[src/rtl/ata_irq_pkg.sv]
package ata_irq_pkg;

    localparam int SRC_N = 8;
    localparam int WORD_W = 2 * SRC_N;
    localparam int DEF_FLUSH_CLKS = 12;

    // Flag positions within the low byte
    localparam int SRC_HOST      = 0;
    localparam int SRC_XFER_END  = 1;
    localparam int SRC_BUS_ERR   = 2;
    localparam int SRC_TIMER     = 3;
    localparam int SRC_UDMA_TERM = 4;
    localparam int SRC_DEV_TIME  = 5;
    localparam int SRC_MULT_HIT  = 6;
    localparam int SRC_ADDR_ERR  = 7;

    typedef struct packed {
        logic [SRC_N-1:0] mask;
        logic [SRC_N-1:0] flag;
    } irq_word_t;

    // Flags dropped by the DMA-status acknowledge
    function automatic logic [SRC_N-1:0] dma_ack_bits();
        logic [SRC_N-1:0] v;
        v = '0;
        v[SRC_HOST]     = 1'b1;
        v[SRC_XFER_END] = 1'b1;
        return v;
    endfunction

    function automatic logic any_pending(input irq_word_t w);
        return |(w.flag & ~w.mask);
    endfunction

endpackage

[src/rtl/irq_flag_bank.sv]
module irq_flag_bank #(
    parameter int W = 8
) (
    input  logic         clk,
    input  logic         rst,
    input  logic [W-1:0] set_i,
    input  logic [W-1:0] clr_i,
    output logic [W-1:0] flags_o
);

    for (genvar i = 0; i < W; i++) begin : g_bit
        logic q;

        always_ff @(posedge clk) begin
            if (rst)
                q <= 1'b0;
            else if (set_i[i])
                q <= 1'b1;
            else if (clr_i[i])
                q <= 1'b0;
        end

        assign flags_o[i] = q;

        assert_set_wins_R7: assert property (@(posedge clk) disable iff (rst)
            set_i[i] |=> flags_o[i]);

        assert_clear_R3: assert property (@(posedge clk) disable iff (rst)
            (clr_i[i] && !set_i[i]) |=> !flags_o[i]);

        assert_sticky_R2: assert property (@(posedge clk) disable iff (rst)
            (!clr_i[i] && !set_i[i]) |=> $stable(flags_o[i]));
    end

endmodule

[src/rtl/irq_mask_reg.sv]
module irq_mask_reg #(
    parameter int W = 8
) (
    input  logic         clk,
    input  logic         rst,
    input  logic         wr_i,
    input  logic [W-1:0] wdata_i,
    input  logic         wipe_i,
    output logic [W-1:0] mask_o
);

    logic [W-1:0] mask_q;

    always_ff @(posedge clk) begin
        if (rst || wipe_i)
            mask_q <= '0;
        else if (wr_i)
            mask_q <= wdata_i;
    end

    assign mask_o = mask_q;

    assert_wipe_R8: assert property (@(posedge clk) disable iff (rst)
        wipe_i |=> (mask_o == '0));

    assert_load_R4: assert property (@(posedge clk) disable iff (rst)
        (wr_i && !wipe_i) |=> (mask_o == $past(wdata_i)));

endmodule

[src/rtl/flush_timer.sv]
module flush_timer #(
    parameter int HOLD = 12
) (
    input  logic clk,
    input  logic rst,
    input  logic trig_i,
    output logic busy_o
);

    localparam int CNT_W = $clog2(HOLD + 1);
    localparam logic [CNT_W-1:0] HOLD_V = CNT_W'(HOLD);

    logic [CNT_W-1:0] cnt_q;

    always_ff @(posedge clk) begin
        if (rst)
            cnt_q <= '0;
        else if (trig_i)
            cnt_q <= HOLD_V;
        else if (cnt_q != '0)
            cnt_q <= cnt_q - 1'b1;
    end

    assign busy_o = (cnt_q != '0);

    // Checker: length of the current high run, saturating
    localparam int RUN_W = CNT_W + 1;
    logic [RUN_W-1:0] run_q;

    always_ff @(posedge clk) begin
        if (rst)
            run_q <= '0;
        else if (!busy_o)
            run_q <= '0;
        else if (run_q != {RUN_W{1'b1}})
            run_q <= run_q + 1'b1;
    end

    assert_start_R9: assert property (@(posedge clk) disable iff (rst)
        trig_i |=> busy_o);

    assert_min_len_R9: assert property (@(posedge clk) disable iff (rst)
        $fell(busy_o) |-> (run_q >= RUN_W'(HOLD)));

endmodule

[src/rtl/ata_irq_ctrl.sv]
module ata_irq_ctrl
    import ata_irq_pkg::*;
#(
    parameter int FLUSH_CLKS = DEF_FLUSH_CLKS
) (
    input  logic              clk,
    input  logic              rst,
    input  logic [SRC_N-1:0]  evt_pulse,
    input  logic              reg_wr,
    input  logic [1:0]        reg_be,
    input  logic [WORD_W-1:0] reg_wdata,
    input  logic              dma_intr_ack,
    output logic [WORD_W-1:0] reg_rdata,
    output logic              irq_o,
    output logic              fifo_flush_o
);

    irq_word_t        wr_w;
    irq_word_t        cur_w;
    logic [SRC_N-1:0] flags;
    logic [SRC_N-1:0] mask;
    logic [SRC_N-1:0] clr_vec;
    logic             mask_wr;
    logic             irq_q;

    assign wr_w    = irq_word_t'(reg_wdata);
    assign mask_wr = reg_wr && reg_be[1];

    always_comb begin
        clr_vec = '0;
        if (reg_wr && reg_be[0])
            clr_vec = clr_vec | wr_w.flag;
        if (dma_intr_ack)
            clr_vec = clr_vec | dma_ack_bits();
    end

    irq_flag_bank #(.W(SRC_N)) flags_i (
        .clk     (clk),
        .rst     (rst),
        .set_i   (evt_pulse),
        .clr_i   (clr_vec),
        .flags_o (flags)
    );

    irq_mask_reg #(.W(SRC_N)) mask_i (
        .clk     (clk),
        .rst     (rst),
        .wr_i    (mask_wr),
        .wdata_i (wr_w.mask),
        .wipe_i  (dma_intr_ack),
        .mask_o  (mask)
    );

    flush_timer #(.HOLD(FLUSH_CLKS)) flush_i (
        .clk    (clk),
        .rst    (rst),
        .trig_i (evt_pulse[SRC_BUS_ERR]),
        .busy_o (fifo_flush_o)
    );

    assign cur_w.flag = flags;
    assign cur_w.mask = mask;
    assign reg_rdata  = cur_w;

    always_ff @(posedge clk) begin
        if (rst)
            irq_q <= 1'b0;
        else
            irq_q <= any_pending(cur_w);
    end

    assign irq_o = irq_q;

    assert_irq_cause_R5: assert property (@(posedge clk) disable iff (rst)
        irq_o |-> $past(|(flags & ~mask)));

    assert_irq_raise_R5: assert property (@(posedge clk) disable iff (rst)
        (|(flags & ~mask)) |=> irq_o);

    assert_ack_spares_R6: assert property (@(posedge clk) disable iff (rst)
        (dma_intr_ack && !(reg_wr && reg_be[0]))
            |=> (flags[SRC_N-1:2] == $past(flags[SRC_N-1:2] | evt_pulse[SRC_N-1:2])));

endmodule

[config.mk]
export PLATFORM = sky130hd
export DESIGN_NAME = ata_irq_ctrl
export DESIGN_NICKNAME = d
export VERILOG_FILES = /design/src/rtl/ata_irq_pkg.sv /design/src/rtl/irq_flag_bank.sv /design/src/rtl/irq_mask_reg.sv /design/src/rtl/flush_timer.sv /design/src/rtl/ata_irq_ctrl.sv
export SDC_FILE = /design/constraint.sdc
export NUM_CORES = 1
export LEC_CHECK = 0
export BUFFER_PORTS_ARGS = -buffer_cell sky130_fd_sc_hd__buf_2
export CAP_MARGIN = 30
export CORE_ASPECT_RATIO = 1.5
export CORE_MARGIN = 5
export CORE_UTILIZATION = 40
export CTS_CLUSTER_SIZE = 12
export DETAILED_ROUTE_END_ITERATION = 8
export HOLD_SLACK_MARGIN = 0.08
export PLACE_DENSITY_LB_ADDON = 0.3
export SYNTH_ARGS = -nofsm -noshare
export SYNTH_HDL_FRONTEND = slang
export SYNTH_SLANG_ARGS = --single-unit
export TNS_END_PERCENT = 20
[constraint.sdc]
create_clock -name clk -period 2.1 [get_ports clk]
set_input_delay 0.42 -clock clk [delete_from_list [all_inputs] [get_ports clk]]
set_output_delay 0.42 -clock clk [all_outputs]
set_load 0.02 [all_outputs]
Yosys cells after proc, flatten, opt, wreduce, memory -nomap -nowiden --
Index checks and enable logic that the tools add are counted.
Storage, ports and cells: register bits after elaboration 21, input bits 30, output and inout port bits 18, logic and storage cells 50
Operators by class: $add $sub $neg 1, multiplexer cells 20, bitwise operators 2, reductions and logical operators 15
Operators with widths (number):
- $reduce_bool A2 Y1 | 9
- $mux W1 | 16
- $and A8 B8 Y8 | 1
- $mux W4 | 2
- $mux W8 | 1
- $not A8 Y8 | 1
- $reduce_or A8 Y1 | 1
- $reduce_bool A4 Y1 | 1
- $sub A4 B1 Y4 const B | 1
- $logic_and A1 B1 Y1 | 2
- $mux W2 | 1
- $reduce_or A2 Y1 | 1
- $logic_or A1 B1 Y1 | 1

Longest topological paths before layout --
Gate-level depths: netlist (run 1).
depth after elaboration 5, depth in mapped cells 6, gate-level depth less buffers 5

Cells and area by module --
Synthesis (run 1) repeated with hierarchy kept, for this count alone.
Second synthesis, totals: cell total of the unflattened synthesis 111, area, all modules 1087.3 um^2
Modules (own cells, without submodules):
- irq_flag_bank | instances 1, cells each 41, area each 441.7 um^2, sequential area each 160.2 um^2
- irq_mask_reg | instances 1, cells each 27, area each 295.3 um^2, sequential area each 160.2 um^2
- flush_timer | instances 1, cells each 21, area each 187.7 um^2, sequential area each 80.1 um^2
- ata_irq_ctrl | instances 1, cells each 22, area each 162.7 um^2, sequential area each 20.0 um^2

Worst setup path after synthesis (run 1) --
No wires, ideal clock.
path kind reg2reg, start point register flush_i.cnt_q[0], end point register flush_i.cnt_q[1], library setup time 0.103 ns, arrival time 1.372 ns, required time 1.997 ns, path slack 0.624 ns, stages on the path, launching flop included 6, buffers on the path 1, period minus slack after synthesis 1.476 ns, path through dfxtp_1 -> inv_1 -> ha_1 -> or3b_1 -> buf_2 -> a2111oi_2
On the way: longest elaborated chain between the ends 1, elaborated cells between the ends (all ways) 2, classes of those cells add/sub: 1; reduce/logical: 1
Ends and longest elaborated chain:
- from (decl) | line flush_timer.sv:13 | logic [CNT_W-1:0] cnt_q;
- from (signal assigned) | line flush_timer.sv:21 | cnt_q <= cnt_q - 1'b1;
- $reduce_bool A4 Y1
- named net fifo_flush_o | line ata_irq_ctrl.sv:15 | output logic fifo_flush_o
The timed path passes the listed nets, and every way through them passes these cells. A chain may end at the register's enable or synchronous reset.

Worst setup path after layout (run 1) --
start point register flush_i.cnt_q[0], end point output port fifo_flush_o
On the way: longest elaborated chain between the ends 1
Ends and longest elaborated chain:
- $reduce_bool A4 Y1 | line flush_timer.sv:24 | assign busy_o = (cnt_q != '0);
- to (decl) | line ata_irq_ctrl.sv:15
Every way passes these cells.

==> results of run 1 <==
## worst paths after layout
kind / endpoint / slack [ns]
worst max register to register: flush_i.cnt_q[1] / 0.59
worst max-delay path: fifo_flush_o / 0.14
worst min-delay path: flags_i.g_bit[3].q / 0.33
worst min register to register: mask_i.mask_o[4] / 0.49
## synth_stat cells, types with 2 or more instances
master / instances / area share
nor2_1: 10 / 0.040
nor2b_1: 3 / 0.020
inv_1: 9 / 0.036
buf_2: 2 / 0.011
ha_1: 2 / 0.027
or2b_1: 2 / 0.016
nand2_1: 9 / 0.036
nor3_1: 2 / 0.011
dfxtp_1: 21 / 0.45
nand3_1: 16 / 0.085
a22oi_1: 2 / 0.016
clkbuf_1: 5 / 0.020
a21oi_1: 15 / 0.080
a31oi_1: 4 / 0.027
buf_4: 8 / 0.064
## critical path, stage by stage, from the launching register on
cell and delay (ns):
dfxtp_1 0.34, inv_1 0.09, ha_1 0.19, or3b_1 0.44, buf_2 0.20
## cell type report
cell class                      instances  area [um^2]  area share
Multi-Input combinational cell         72        400.4      0.3497
Clock buffer                            4        26.28     0.02295
Tap cell                               23        28.78     0.02514
Timing Repair Buffer                   47        235.2      0.2055
Sequential cell                        21        420.4      0.3672
Inverter                                9        33.78     0.02951
## metal layers
| layer | global-route usage | vias to the layer above | wire length (um) |
|---|---|---|---|
| met5 | 0 | - | 0 |
| met3 | 0.03226 | 2 | 144 |
| met4 | 0.06122 | 0 | 21 |
| met2 | 0.2422 | 24 | 1153 |
| met1 | 0.1331 | 399 | 867 |
| li1 | - | 455 | - |
## cell families after synthesis
kind of cell | after synthesis | share of synthesized area
XOR/XNOR | 1 | 0.009286
AND/OR/NAND/NOR | 45 | 0.2308
multiplexers | 1 | 0.01061
buffers and inverters | 24 | 0.1300
AO/OA/AOI/OAI | 23 | 0.1472
flip-flops | 21 | 0.4456
adder cells (fa/ha/maj) | 2 | 0.02652
## power by group through the flow
stage | registers [mW] | clock network (mW) | logic, mW
after floorplan | 0.451 | 0 | 0.119
after global placement | 0.448 | 0 | 0.163
after detailed placement | 0.450 | 0 | 0.167
after CTS | 0.440 | 0.193 | 0.168
after global routing | 0.444 | 0.211 | 0.184
final | 0.440 | 0.181 | 0.165
## registers in the layout, summed over array words and instances (netlist names)
name	count
flags_i.g_bit.q	8
mask_i.mask_o	8
irq_o	1
flush_i.cnt_q	4
==> results.toml, run 1 <==
[status]
status = "finished clean"

[layout]
postLayoutCoreUtil = 0.5066
area.growth.synth_to_final_pct = 21.35
n_antenna_cell = 0
layout_common_cells = "buf_2, dfxtp_1, nand3_1"
final_cells = 176
fin_nets = 186
drive_above_1_share = 0.3399
nFillCells = 233
fin_area_um2 = 1145
mostFrequentLayoutCell = "buf_2"

[critical_path]
cp-start-kind = "flip-flop"
worst_setup_path_end_kind = "primary output"
crit-reg2reg-launch = "flush_i.cnt_q[0]"
worstSetupStartpoint = "flush_i.cnt_q[0]"
crit_path_max_fanout = 4
criticalPathCategory = "flip-flop to primary output"
worstRegToRegCells = 4
cp.arrival_ns = 1.54
critPathRequiredTime_ns = 1.68

[pwr]
seq_power_share = 0.560
power.switching_mw = 0.2166
switching_share = 0.2757
clockPowerShare = 0.230
total_leakage_power_nw = 0.5330
peakVddDrop_mv = 0.4133
power_mw = 0.7858
p_comb_frac = 0.210
power_density_nw_per_um2 = 686.4
p_int_mw = 0.5692

[route]
drt.antenna.violating_nets = 0
vias_per_cell = 5.000
drc = 0
drt-initial-drc-count = 9
drt-wirelength-per-cell_um = 12.43
routed_wl_mm = 2.187
vias = 880
first_pass_iters = 3

[sta]
fin_ws_ns = 0.1411
max_slew.worst_pin.slew_ns = 0.4198
rsz0062_at_grt = "false"
finClkSkew_ns = 0.002084
relSlewSlack = 0.7129
setup_tns_ns = 0
hold_slack_ns = 0.3290
fmax_mhz = 510.5
maxSlewViolCount = 0
min_period_ns = 1.959
finalCritPeriodShare = 0.9328
hold_viol_final = 0
setup-violations-final = 0

[min_path]
hp-class = "primary input to flip-flop"
hold_depth = 3
hp-start = "evt_pulse[3]"

[synth]
ys_types = 22
synth_edf_count = 0
syn_inst = 117
async_reset_ff_frac = 0
syn_nets = 149
ys_seq_area_frac = 0.4456
ys.flop_type = "dfxtp_1"
ys_seq_elements = 21
netlist_area_um2 = 943.4
yosysWarnings = 0
avgSynthCellArea_um2 = 8.063

[place]
dp_cells = 172
hpwl_mm = 1.782
gp_congestion = 0.6989
port_buffers = 47
place_ws_ns = 0.4780
dpl_cell_area_um2 = 1119

[die]
pin_count = 48
start_util = 0.4175
dieArea_um2 = 3450
core.rowCount = 21
chipHeight_um = 69.48
die_w_um = 49.65
core_um2 = 2260

[clock_tree]
clockBufferDepth = 2
cts_buffers = 3
cts_max_level = 1
post-cts-setup-buffers = 0
clkTransAtPathRegs_ns = 0.10
cts_resized = 0
clock_tree.root_cell = "clkbuf_4"
cts.sinks = 21
clk_latency_ns = 0.29
hold_buffers = 0
cts_tree = "yes"

[global_routing]
grt_max_degree = 18
antenna_found_initial = 0
grt_pass1_wl_mm = 3.705
overflow = 0
grt_use_total = 0.1320
grt_pass1_vias = 872

[flow_run]
drv_cap = 0
(Power assumes the default switching activity.)
==> run 2: changes to the inputs <==
RECOVER_POWER = 25   (was not set)
==> run 2 against run 1 <==
Against the previous run: cell count did not move; sequential cell count did not move; non-clock buffer count did not move; cell area fell by 0.11%; core utilization fell by 0.055 points; critical path depth did not move; register-to-register slack barely moved; first-iteration DRC count did not move; clock-buffer cell count did not move; largest power group unchanged.
==> results.toml, run 2 (synthesis results as in run 1) <==
[global_routing]
antenna_found_initial = 0
grt_use_total = 0.1320
grt_most_used_layer = "met2"
grt_pass1_wl_mm = 3.705
gr-usage-met2 = 0.2422
grtUsageMet1 = 0.1331
grt_pass1_vias = 872
grtUsageMet3 = 0.03226
overflow = 0
grt_max_degree = 18

[layout]
area.growth.synth_to_final_pct = 21.22
mostFrequentLayoutCell = "buf_2"
layout_common_cells = "buf_2, dfxtp_1, nand3_1"
n_antenna_cell = 0
fin_nets = 186
nFillCells = 233
drive_above_1_share = 0.3333

[place]
gp_congestion = 0.6989
hpwl_mm = 1.782
port_buffers = 47
place_ws_ns = 0.4780

[sta]
finClkSkew_ns = 0.002084
fmax_mhz = 512.0
fin_ws_ns = 0.1469
relSlewSlack = 0.4868
setup_tns_ns = 0
setup-violations-final = 0
hold_viol_final = 0
maxSlewViolCount = 0
min_period_ns = 1.953
max_slew.worst_pin.slew_ns = 0.7698
rsz0062_at_grt = "false"
finalCritPeriodShare = 0.9300

[critical_path]
critPathRequiredTime_ns = 1.68
cpLargestDelayFamily = "simple AND/OR/NAND/NOR gates"
slowest_delay_ns = 0.44
crit_chain = "inv_1, ha_1, or3b_1, buf_2"
cp.arrival_ns = 1.53
criticalPathCategory = "flip-flop to primary output"
cp-start-kind = "flip-flop"
crit_path_max_fanout = 4
worstPathBufferInverterCount = 2
worst_setup_path_end_kind = "primary output"
crit_slowest_cell = "or3b_1"

[clock_tree]
cts_max_level = 1
clockBufferDepth = 2
cts_tree = "yes"
post-cts-setup-buffers = 0
hold_buffers = 0
clkTransAtPathRegs_ns = 0.10
clock_tree.root_cell = "clkbuf_4"
cts_resized = 0
clk_latency_ns = 0.29
cts.sinks = 21
cts_buffers = 3

[route]
routed_wl_mm = 2.186
vias = 880
drt.antenna.violating_nets = 0
drc = 0
drt-initial-drc-count = 9
first_pass_iters = 3
vias_per_cell = 5.000
drt-wirelength-per-cell_um = 12.42

[flow_run]
drv_cap = 0

[die]
chipHeight_um = 69.48
start_util = 0.4175
dieArea_um2 = 3450
core_um2 = 2260
pin_count = 48
core.rowCount = 21
die_w_um = 49.65

[pwr]
peakVddDrop_mv = 0.4130
total_leakage_power_nw = 0.5302
power_density_nw_per_um2 = 686.7

[min_path]
hp-class = "primary input to flip-flop"

[status]
status = "finished clean"
run 2: worst paths after layout:
path / from / end / slack, ns / cells past startpoint
worst min register to register: mask_i.mask_o[4] / mask_i.mask_o[4] / 0.49 / 2
worst min-delay path: evt_pulse[3] / flags_i.g_bit[3].q / 0.33 / 3
worst max-delay path: flush_i.cnt_q[0] / fifo_flush_o / 0.15 / 4
worst max register to register: flush_i.cnt_q[0] / flush_i.cnt_q[1] / 0.60 / 4
run 2: worst reg2reg max path, cell delays in order, from the launching register on:
cell and delay, ns:
dfxtp_1 0.34, inv_1 0.09, ha_1 0.18, or3b_1 0.44
a2111oi_2 0.36
run 2: layout make-up:
class / instances / area [um^2] / share of cell area
sequential: 21 / 420.4 / 0.3676
multi-input combinational: 72 / 400.4 / 0.3501
timing repair buffer: 47 / 234.0 / 0.2046
inverter: 9 / 33.78 / 0.02954
tap: 23 / 28.78 / 0.02516
clock buffer: 4 / 26.28 / 0.02298
run 2: where the power goes:
part / total, mW / switching (mW) / internal [mW]
Clock: 0.181 / 0.107 / 0.0738
Combinational: 0.164 / 0.0917 / 0.0728
Sequential: 0.440 / 0.0178 / 0.422
Total: 0.785 / 0.216 / 0.569
run 2: metal layers:
metal  vias to the layer above  share of wire  wire (um)
met4                         0         0.0096         21
met3                         2          0.065        143
li1                        455              -          -
met2                        24           0.53       1153
met1                       399           0.40        866
met5                         -              0          0
run 2: stage by stage:
step                cell area, um^2  utilization  total power, mW  hold slack [ns]  cells
floorplan                     943.4            -           0.5702           0.4667    117
global placement               1119       0.4950           0.6113           0.4622    172
detailed placement             1119       0.4950           0.6166           0.4741    172
CTS                            1145       0.5066           0.8018           0.3221    176
global route                   1144       0.5061           0.8379           0.3265    176
finish                         1144       0.5061           0.7853           0.3290    176
